===== config.mk =====
export PLATFORM = sky130hd
export DESIGN_NAME = can_mode_ctrl
export DESIGN_NICKNAME = d
export VERILOG_FILES = /design/src/rtl/can_mode_pkg.sv /design/src/rtl/can_mode_next.sv /design/src/rtl/can_mode_irq.sv /design/src/rtl/can_mode_lb.sv /design/src/rtl/can_mode_ctrl.sv
export SDC_FILE = /design/constraint.sdc
export NUM_CORES = 1
export LEC_CHECK = 0
export ABC_AREA = 1
export BUFFER_PORTS_ARGS = -buffer_cell sky130_fd_sc_hd__clkbuf_2
export CAP_MARGIN = 20
export CORE_AREA = 2 2 39 41
export CTS_CLUSTER_SIZE = 16
export DETAILED_ROUTE_END_ITERATION = 7
export DIE_AREA = 0 0 41 43
export PLACE_DENSITY = 0.76
export SETUP_SLACK_MARGIN = 0.5
export SYNTH_ARGS = -nofsm -noshare
export SYNTH_HDL_FRONTEND = slang
export SYNTH_HIERARCHICAL = 1
export SYNTH_SLANG_ARGS = --single-unit

===== constraint.sdc =====
create_clock -name clk_i -period 2.2 [get_ports clk_i]
set_input_delay 0.33 -clock clk_i [delete_from_list [all_inputs] [get_ports clk_i]]
set_output_delay 0.33 -clock clk_i [all_outputs]
set_load 0.03 [all_outputs]

===== src/rtl/can_mode_pkg.sv =====
package can_mode_pkg;
  localparam int MODE_W = 4;

  typedef enum logic [MODE_W-1:0] {
    MODE_CFG = 4'b0001,
    MODE_NRM = 4'b0010,
    MODE_SLP = 4'b0100,
    MODE_LPB = 4'b1000
  } mode_e;
endpackage


===== src/rtl/can_mode_next.sv =====
module can_mode_next
  import can_mode_pkg::*;
#(
  parameter int N_TXSRC = 2
) (
  input  mode_e              cur_i,
  input  logic               enable_i,
  input  logic               sleep_req_i,
  input  logic               lback_req_i,
  input  logic               soft_rst_i,
  input  logic               bus_idle_i,
  input  logic               bus_act_i,
  input  logic [N_TXSRC-1:0] tx_pend_i,
  output logic               cfg_cond_o,
  output mode_e              nxt_o
);
  logic any_pend;
  logic wake;

  assign any_pend   = |tx_pend_i;
  assign cfg_cond_o = !enable_i || soft_rst_i;
  assign wake       = !sleep_req_i || bus_act_i || any_pend;

  always_comb begin
    nxt_o = cur_i;
    if (cfg_cond_o) begin
      nxt_o = MODE_CFG;
    end else begin
      unique case (cur_i)
        MODE_CFG: begin
          if (lback_req_i)                 nxt_o = MODE_LPB;
          else if (!sleep_req_i)           nxt_o = MODE_NRM;
          else if (!any_pend)              nxt_o = MODE_SLP;
        end
        MODE_NRM: begin
          if (sleep_req_i && bus_idle_i && !any_pend) nxt_o = MODE_SLP;
        end
        MODE_SLP: begin
          if (wake) nxt_o = MODE_NRM;
        end
        MODE_LPB: nxt_o = MODE_LPB;
        default:  nxt_o = MODE_CFG;
      endcase
    end
  end
endmodule


===== src/rtl/can_mode_irq.sv =====
module can_mode_irq
  import can_mode_pkg::*;
(
  input  logic  clk_i,
  input  logic  rst_ni,
  input  mode_e cur_i,
  input  mode_e nxt_i,
  output logic  sleep_irq_o,
  output logic  wake_irq_o
);
  logic enter_slp;
  logic leave_slp;

  assign enter_slp = (cur_i != MODE_SLP) && (nxt_i == MODE_SLP);
  assign leave_slp = (cur_i == MODE_SLP) && (nxt_i != MODE_SLP);

  always_ff @(posedge clk_i or negedge rst_ni) begin
    if (!rst_ni) begin
      sleep_irq_o <= 1'b0;
      wake_irq_o  <= 1'b0;
    end else begin
      sleep_irq_o <= enter_slp;
      wake_irq_o  <= leave_slp;
    end
  end

  AST_SLP_IRQ_PULSE: assert property (@(posedge clk_i) disable iff (!rst_ni)
    sleep_irq_o |=> !sleep_irq_o);
  AST_SLP_IRQ_MODE: assert property (@(posedge clk_i) disable iff (!rst_ni)
    sleep_irq_o |-> (cur_i == MODE_SLP));
  AST_WAKE_IRQ_PULSE: assert property (@(posedge clk_i) disable iff (!rst_ni)
    wake_irq_o |=> !wake_irq_o);
  AST_WAKE_IRQ_MODE: assert property (@(posedge clk_i) disable iff (!rst_ni)
    wake_irq_o |-> (cur_i != MODE_SLP));
endmodule


===== src/rtl/can_mode_lb.sv =====
module can_mode_lb
  import can_mode_pkg::*;
(
  input  mode_e cur_i,
  input  logic  tx_bit_i,
  input  logic  bus_rx_i,
  output logic  bus_tx_o,
  output logic  rx_bit_o
);
  logic lpb;

  assign lpb      = (cur_i == MODE_LPB);
  // recessive on the wire, internal loop on the receive side
  assign bus_tx_o = lpb ? 1'b1 : tx_bit_i;
  assign rx_bit_o = lpb ? tx_bit_i : bus_rx_i;
endmodule


===== src/rtl/can_mode_ctrl.sv =====
module can_mode_ctrl
  import can_mode_pkg::*;
#(
  parameter int N_TXSRC = 2
) (
  input  logic               clk_i,
  input  logic               rst_ni,
  input  logic               enable_i,
  input  logic               sleep_req_i,
  input  logic               lback_req_i,
  input  logic               soft_rst_i,
  input  logic               bus_idle_i,
  input  logic               bus_act_i,
  input  logic [N_TXSRC-1:0] tx_pend_i,
  input  logic               tx_bit_i,
  input  logic               bus_rx_i,
  output logic [MODE_W-1:0]  mode_o,
  output logic               sleep_irq_o,
  output logic               wake_irq_o,
  output logic               bus_tx_o,
  output logic               rx_bit_o
);
  mode_e mode_q;
  mode_e mode_d;
  logic  cfg_cond;

  can_mode_next #(.N_TXSRC(N_TXSRC)) u_next (
    .cur_i       (mode_q),
    .enable_i    (enable_i),
    .sleep_req_i (sleep_req_i),
    .lback_req_i (lback_req_i),
    .soft_rst_i  (soft_rst_i),
    .bus_idle_i  (bus_idle_i),
    .bus_act_i   (bus_act_i),
    .tx_pend_i   (tx_pend_i),
    .cfg_cond_o  (cfg_cond),
    .nxt_o       (mode_d)
  );

  always_ff @(posedge clk_i or negedge rst_ni) begin
    if (!rst_ni) mode_q <= MODE_CFG;
    else         mode_q <= mode_d;
  end

  can_mode_irq u_irq (
    .clk_i       (clk_i),
    .rst_ni      (rst_ni),
    .cur_i       (mode_q),
    .nxt_i       (mode_d),
    .sleep_irq_o (sleep_irq_o),
    .wake_irq_o  (wake_irq_o)
  );

  can_mode_lb u_lb (
    .cur_i    (mode_q),
    .tx_bit_i (tx_bit_i),
    .bus_rx_i (bus_rx_i),
    .bus_tx_o (bus_tx_o),
    .rx_bit_o (rx_bit_o)
  );

  assign mode_o = mode_q;

  AST_MODE_ONE_HOT: assert property (@(posedge clk_i) disable iff (!rst_ni)
    $countones(mode_o) == 1);
  AST_CFG_FORCE: assert property (@(posedge clk_i) disable iff (!rst_ni)
    (!enable_i || soft_rst_i) |=> (mode_o == MODE_CFG));
  AST_LPB_HOLD: assert property (@(posedge clk_i) disable iff (!rst_ni)
    ((mode_o == MODE_LPB) && enable_i && !soft_rst_i) |=> (mode_o == MODE_LPB));
  AST_NRM_NO_LPB: assert property (@(posedge clk_i) disable iff (!rst_ni)
    (mode_o == MODE_NRM) |=> (mode_o != MODE_LPB));
  AST_SLP_BLOCKED: assert property (@(posedge clk_i) disable iff (!rst_ni)
    ((mode_o != MODE_SLP) && (|tx_pend_i)) |=> (mode_o != MODE_SLP));
  AST_WAKE_ON_PEND: assert property (@(posedge clk_i) disable iff (!rst_ni)
    ((mode_o == MODE_SLP) && (|tx_pend_i)) |=> wake_irq_o);
endmodule


==> summary.txt, run 1 <==
Die W: 41 um
Die Ht: 43 um
PortBufs: 19
total CTS buffers: 3
leading area contributor after synthesis: dfrtp_1
synthesized area: 536.8 um2
vias: 607
Hold WC Path Type: primary input to flop
pre-CTS setup slack: 0.6974 ns
PostCTS Resize Cnt: 0
area share of the leading cell type in the synthesized netlist: 23.31%
sequential element share of the synthesized area: 28.21%
vias per inst: 4.399
Warnings, synthesis: 6
hpwl dp: 936.6 um
CTS clk-pin slew, worst paths: 0.05 ns
Placed Area: 651.9 um2
most instantiated cells after synthesis: 26 x nand2_1, 25 x nor2_1, 20 x inv_1
CP max-delay cell: dfrtp_1
final antenna-violating net count: 0
beginning of the critical path: mode_o[3]
final instance area: 688.2 um2
Synth Flop Type: dfrtp_1
clk_skew: 0.007354 ns
R2R Path End: u_irq/wake_irq_o
mux cell area share after synthesis: 0%
clk_lat worst skew: 0.24 ns
initial antenna violation count: 0
worst-margin pin slew: 0.2590 ns
last element of the critical path: rx_bit_o
syn avg cell area: 5.477 um2
final hold violation count: 0
critical-path maximum fanout: 7
Slew Limit Fails: 0
drt pass-1 iters: 5
Ports: 20
CP Capture Type: primary output
relative slew slack: 82.73%
Post-Syn Nets: 110
most common cell in the netlist: nand2_1
Area contributors post-synth: dfrtp_1 23%, nand2_1 18%, nor2_1 17%
remaining global-route overflow: 0
simple-gate share of the synthesized area: 54.78%
CP Data Required Time: 1.87 ns
GRT Total Usage: 14.10%
largest net degree at the start of global routing: 9
CTS Sinks: 6
status: finished clean
Leak Pwr: 0.3921 nW
Power Density: 437.4 nW/um2
final setup margin: 0.6185 ns
Max Cap Viol: 0
Post-route DRC: 0
Synth Area in XOR/XNOR: 0%
most frequent CP cell: nand2_1
starting density of the core: 38.79%
CTS max path bufs: 2
Layout Nets: 135
distinct cell type count after synthesis: 12
Critical Path Source Type: flop
TNS Setup: 0 ns
crit-path cells: inv_1 -> nor2_2 -> nand2_1 -> nand2_1 -> nand2_1 -> clkbuf_2
Achievable Freq: 632.3 MHz
die area: 1763 um2
final period utilization: 71.89%
drt total wl: 1.078 mm
postcts setup bufs: 0
first-pass GRT wire length: 1.773 mm
Compound-Gate Fraction of Synth Area: 0.9324%
RSZ-0062 raised after global routing: false
origin of the critical flop-to-flop path: mode_o[0]
synthesized-area fraction occupied by adder cells: 0%
fin util: 49.73%
fraction of layout cells with a size suffix above 1: 29.51%
ANT cells: 0
P&R area growth vs syn: 28.21%
hold-fix buffers at CTS: 1
GPL Wtd Cong: 0.7990
internal reg-to-reg setup slack: 0.70 ns
Final setup viols: 0
FP Rows: 14
buffer and inverter count on the worst path: 2
drt wl/cell: 7.812 um
main combinational cell family by area after synthesis: simple AND/OR/NAND/NOR gates
number of cells on the critical path: 6
crit path time final: 1.582 ns
H-Tree Depth: 1
Setup Crit Path Kind: flop to primary output
Seq cells post-synth: 6
CP arrival: 1.25 ns
Worst VDD drop: 0.3026 mV
total core area: 1384 um2
vias in the first global route: 482
CTS tree: yes
Filler cells: 152
R2R cell count: 8
CP peak stage delay: 0.48 ns
root buffer cell: clkbuf_4
Crit path max-delay family: flip-flops
cell count after synthesis: 98
EDFF count, synth: 0
initial drt markers: 14
Async S/R FF share, synth: 100.0%
-- cell type report --
class | instances | area [um2] | area share [%]
Tap cell | 16 | 20.02 | 2.909
Sequential cell | 6 | 151.4 | 22.00
Multi-Input combinational cell | 69 | 299.0 | 43.45
Clock buffer | 4 | 26.28 | 3.818
Inverter | 23 | 86.33 | 12.55
Timing Repair Buffer | 20 | 105.1 | 15.27
-- power breakdown --
group / leakage (nW) / total [W] / switching (W) / internal [W]
clock network: 0.0150 / 0.000104 / 0.0000359 / 0.0000684
logic: 0.297 / 0.0000763 / 0.0000486 / 0.0000277
registers: 0.0798 / 0.000120 / 0.00000556 / 0.000115
total: 0.392 / 0.000301 / 0.0000900 / 0.000211
-- metrics by stage --
stage	std cells	total power, W	hold WS [ns]
2_1_floorplan	98	0.0001717	0.03441
3_3_place_gp	133	0.0001955	0.1561
3_5_place_dp	133	0.0001969	0.1558
4_1_cts	138	0.0003060	0.3922
5_1_grt	138	0.0003244	0.4357
6_report	138	0.0003010	0.3947
-- placed cells by master, fill, tap and decap left out --
cell,synthesis,final
clkbuf_1,0,1
clkbuf_2,0,19
clkbuf_4,0,3
dfrtp_1,5,5
dfstp_2,1,1
dlygate4sd3_1,0,1
inv_1,20,20
inv_2,3,3
nand2_1,26,26
nand2_2,2,2
nand3_1,5,5
nor2_1,25,25
nor2_2,7,7
nor2_4,1,1
nor3_1,2,2
o21ai_1,1,1
-- kinds of logic (layout without fill, tap and decap cells) --
group,Yosys count,after routing
AO/OA/AOI/OAI,1,1
AND/OR/NAND/NOR,68,68
buffers and inverters,23,47
flip-flops,6,6
-- how the worst min path moves through the flow --
stage	startpoint	depth (start not counted)	to
final	soft_rst_i	3	mode_o[0]
after global routing	soft_rst_i	4	mode_o[1]
after CTS	soft_rst_i	4	mode_o[1]
after detailed placement	rst_ni	1	mode_o[3]
after global placement	rst_ni	1	u_irq/wake_irq_o
after floorplan	rst_ni	0	mode_o[1]
-- flip-flops by register name (all words and copies together) (netlist names) --
signal,cells
mode_o,4
u_irq/sleep_irq_o,1
u_irq/wake_irq_o,1
-- worst reg2reg max path, stage by stage, from the launching register on --
cell and delay [ns]:
dfstp_2 0.57, nand2_1 0.08, nor2_1 0.19, o21ai_1 0.10, nor2_1 0.23, inv_1 0.08
nand2_1 0.06, nor2_1 0.05, nor2_1 0.08
-- layer usage --
metal,vias up,wire [um],global-route usage (%)
li1,332,-,-
met1,260,466,18.60
met2,15,556,23.13
met3,0,55,1.571
met4,0,0,4.000
met5,-,0,0
Note: power is estimated with default switching activity, not from simulation.
==> run 2, diff against run 1 <==
--- a/config.mk
+++ b/config.mk
@@ -12,7 +12,7 @@
 export CTS_CLUSTER_SIZE = 16
 export DETAILED_ROUTE_END_ITERATION = 7
 export DIE_AREA = 0 0 41 43
-export PLACE_DENSITY = 0.76
+export PLACE_DENSITY = 0.79
 export SETUP_SLACK_MARGIN = 0.5
 export SYNTH_ARGS = -nofsm -noshare
 export SYNTH_HDL_FRONTEND = slang
==> constraint.sdc (replaced) <==
create_clock -name clk_i -period 1.4 [get_ports clk_i]
set_input_delay 0.21 -clock clk_i [delete_from_list [all_inputs] [get_ports clk_i]]
set_output_delay 0.21 -clock clk_i [all_outputs]
set_load 0.03 [all_outputs]
==> summary.txt, run 2 (synthesis results as in run 1) <==
Die Ht: 43 um (unchanged)
GRT Total Usage: 21.95% (was 14.10%)
PortBufs: 19 (unchanged)
Layout Nets: 151 (was 135)
Slew Limit Fails: 0 (unchanged)
Hold WC Path Type: primary input to flop (unchanged)
Post-route DRC: 0 (unchanged)
CTS max path bufs: 2 (unchanged)
fraction of layout cells with a size suffix above 1: 51.45% (was 29.51%)
Achievable Freq: 655.6 MHz
clk_lat worst skew: 0.25 ns (was 0.24 ns)
CTS tree: yes (unchanged)
CTS clk-pin slew, worst paths: 0.06 ns (was 0.05 ns)
CP arrival: 1.32 ns (was 1.25 ns)
initial drt markers: 12 (was 14)
starting density of the core: 38.79% (unchanged)
total CTS buffers: 3 (unchanged)
last element of the critical path: rx_bit_o (unchanged)
R2R Path End: u_irq/wake_irq_o (unchanged)
final antenna-violating net count: 0 (unchanged)
Tot Pwr: 0.0005810 W (was 0.0003010 W)
R2R cell count: 10 (was 8)
pre-CTS setup slack: -0.01675 ns (was 0.6974 ns)
internal reg-to-reg setup slack: -0.10 ns (was 0.70 ns)
vias per inst: 4.630 (was 4.399)
clk_skew: 0.01663 ns (was 0.007354 ns)
origin of the critical flop-to-flop path: mode_o[0] (unchanged)
met2 Use GR: 38.75% (was 23.13%)
FP Rows: 14 (unchanged)
worst-margin pin slew: 0.3112 ns (was 0.2590 ns)
CP Data Required Time: 1.19 ns (was 1.87 ns)
die area: 1763 um2 (unchanged)
drt total wl: 1.874 mm (was 1.078 mm)
Die W: 41 um (unchanged)
Final setup viols: 5 (was 0)
ANT cells: 0 (unchanged)
Leak Pwr: 0.5110 nW (was 0.3921 nW)
status: finished with violations (was finished clean)
total core area: 1384 um2 (unchanged)
Power Density: 583.3 nW/um2 (was 437.4 nW/um2)
Setup Crit Path Kind: flop to primary output (unchanged)
critical-path maximum fanout: 5 (was 7)
first-pass GRT wire length: 2.649 mm (was 1.773 mm)
Worst VDD drop: 0.3835 mV (was 0.3026 mV)
CTS Sinks: 6 (unchanged)
final setup margin: -0.1253 ns (was 0.6185 ns)
failing checks: negative setup slack
remaining global-route overflow: 0 (unchanged)
GR Layer Usage met3: 3.665% (was 1.571%)
RSZ-0062 raised after global routing: true (was false)
vias in the first global route: 685 (was 482)
Most Crowded Layer GR: met2 (unchanged)
CP Capture Type: primary output (unchanged)
drt wl/cell: 12.17 um (was 7.812 um)
crit path time final: 1.525 ns
Critical Path Source Type: flop (unchanged)
commonest cells after routing, fill and taps aside: 20 x nor2_1, 20 x nand2_1, 17 x inv_1, 11 x clkbuf_2, 10 x nor2_2 (was 26 x nand2_1, 25 x nor2_1, 20 x inv_1, 19 x clkbuf_2, 7 x nor2_2)
P&R area growth vs syn: 85.55% (was 28.21%)
placed insts: 139 (was 133)
largest net degree at the start of global routing: 7 (was 9)
Ports: 20 (unchanged)
vias: 713 (was 607)
max reg flops: 4 (unchanged)
GPL Wtd Cong: 0.8476 (was 0.7990)
Post-Layout Cell Count: 154 (was 138)
final hold violation count: 0 (unchanged)
hpwl dp: 1.043 mm (was 936.6 um)
GR Layer Usage met1: 23.75% (was 18.60%)
final period utilization: 108.9%
beginning of the critical path: mode_o[2] (was mode_o[3])
H-Tree Depth: 1 (unchanged)
initial antenna violation count: 0 (unchanged)
Max Cap Viol: 0 (unchanged)
root buffer cell: clkbuf_4 (unchanged)
drt pass-1 iters: 4 (was 5)
TNS Setup: -0.4257 ns (was 0 ns)
relative slew slack: 79.10% (was 82.73%)
-- run 2: changes by cell type in the layout (fill, tap and decap cells not counted), moves of 5 or more --
cell and delta:
nand2_1 -6, buf_8 +8, buf_6 +8, buf_4 +8, nor2_1 -5, clkbuf_2 -8
-- run 2: repair_timing --
| action | CTS | global route |
|---|---|---|
| pin swaps | 7 | 9 |
| gates resized for setup | 29 | 15 |
| buffers inserted | 6 | 4 |
| endpoints found under the hold margin | 6 | 0 |
| setup endpoints to repair | 14 | 14 |
| hold buffers | 1 | 0 |
-- run 2: how the worst min path moves through the flow --
stage                             endpoint  startpoint  depth (start not counted)  slack [ns]
after floorplan                  mode_o[1]      rst_ni                          0       -0.09
after global placement    u_irq/wake_irq_o      rst_ni                          1        0.04
after detailed placement  u_irq/wake_irq_o      rst_ni                          1        0.04
after CTS                        mode_o[0]  soft_rst_i                          3        0.23
after global routing             mode_o[0]  soft_rst_i                          3        0.23
final                            mode_o[0]  soft_rst_i                          3        0.23
-- run 2: routing by layer --
layer / vias up / part of all wire [%]
li1: 362 / -
met1: 320 / 37
met5: - / 0
met3: 6 / 4.3
met2: 25 / 56
met4: 0 / 2.1
-- run 2: power breakdown --
group	switching, W	internal (W)	total [W]
clock	0.0000743	0.000109	0.000183
combinational	0.000115	0.0000966	0.000212
sequential	0.00000604	0.000180	0.000186
-- run 2: area by class of cell --
| type | instances | area, um2 |
|---|---|---|
| clock buffers | 4 | 26.28 |
| fillers | 105 | 387.9 |
| inverters | 23 | 93.84 |
| multi-input cells | 69 | 366.6 |
| flip-flops and latches | 6 | 153.9 |
| well taps | 16 | 20.02 |
| repair buffers | 36 | 335.3 |
-- run 2: critical path, stage by stage (launching register included) --
cell     delay, ns
dfrtp_2       0.45
buf_6         0.14
nor2_4        0.10
nand3_1       0.15
nand2_4       0.10
buf_8         0.12
-- run 2: per-stage QoR --
stage | utilization, % | cell area [um2] | hold WS, ns
2_1_floorplan | - | 576.8 | -0.08559
3_3_place_gp | 53.25 | 737.0 | 0.03619
3_5_place_dp | 53.25 | 737.0 | 0.03573
4_1_cts | 67.72 | 937.1 | 0.2295
5_1_grt | 71.97 | 996.0 | 0.2332
6_report | 71.97 | 996.0 | 0.2263
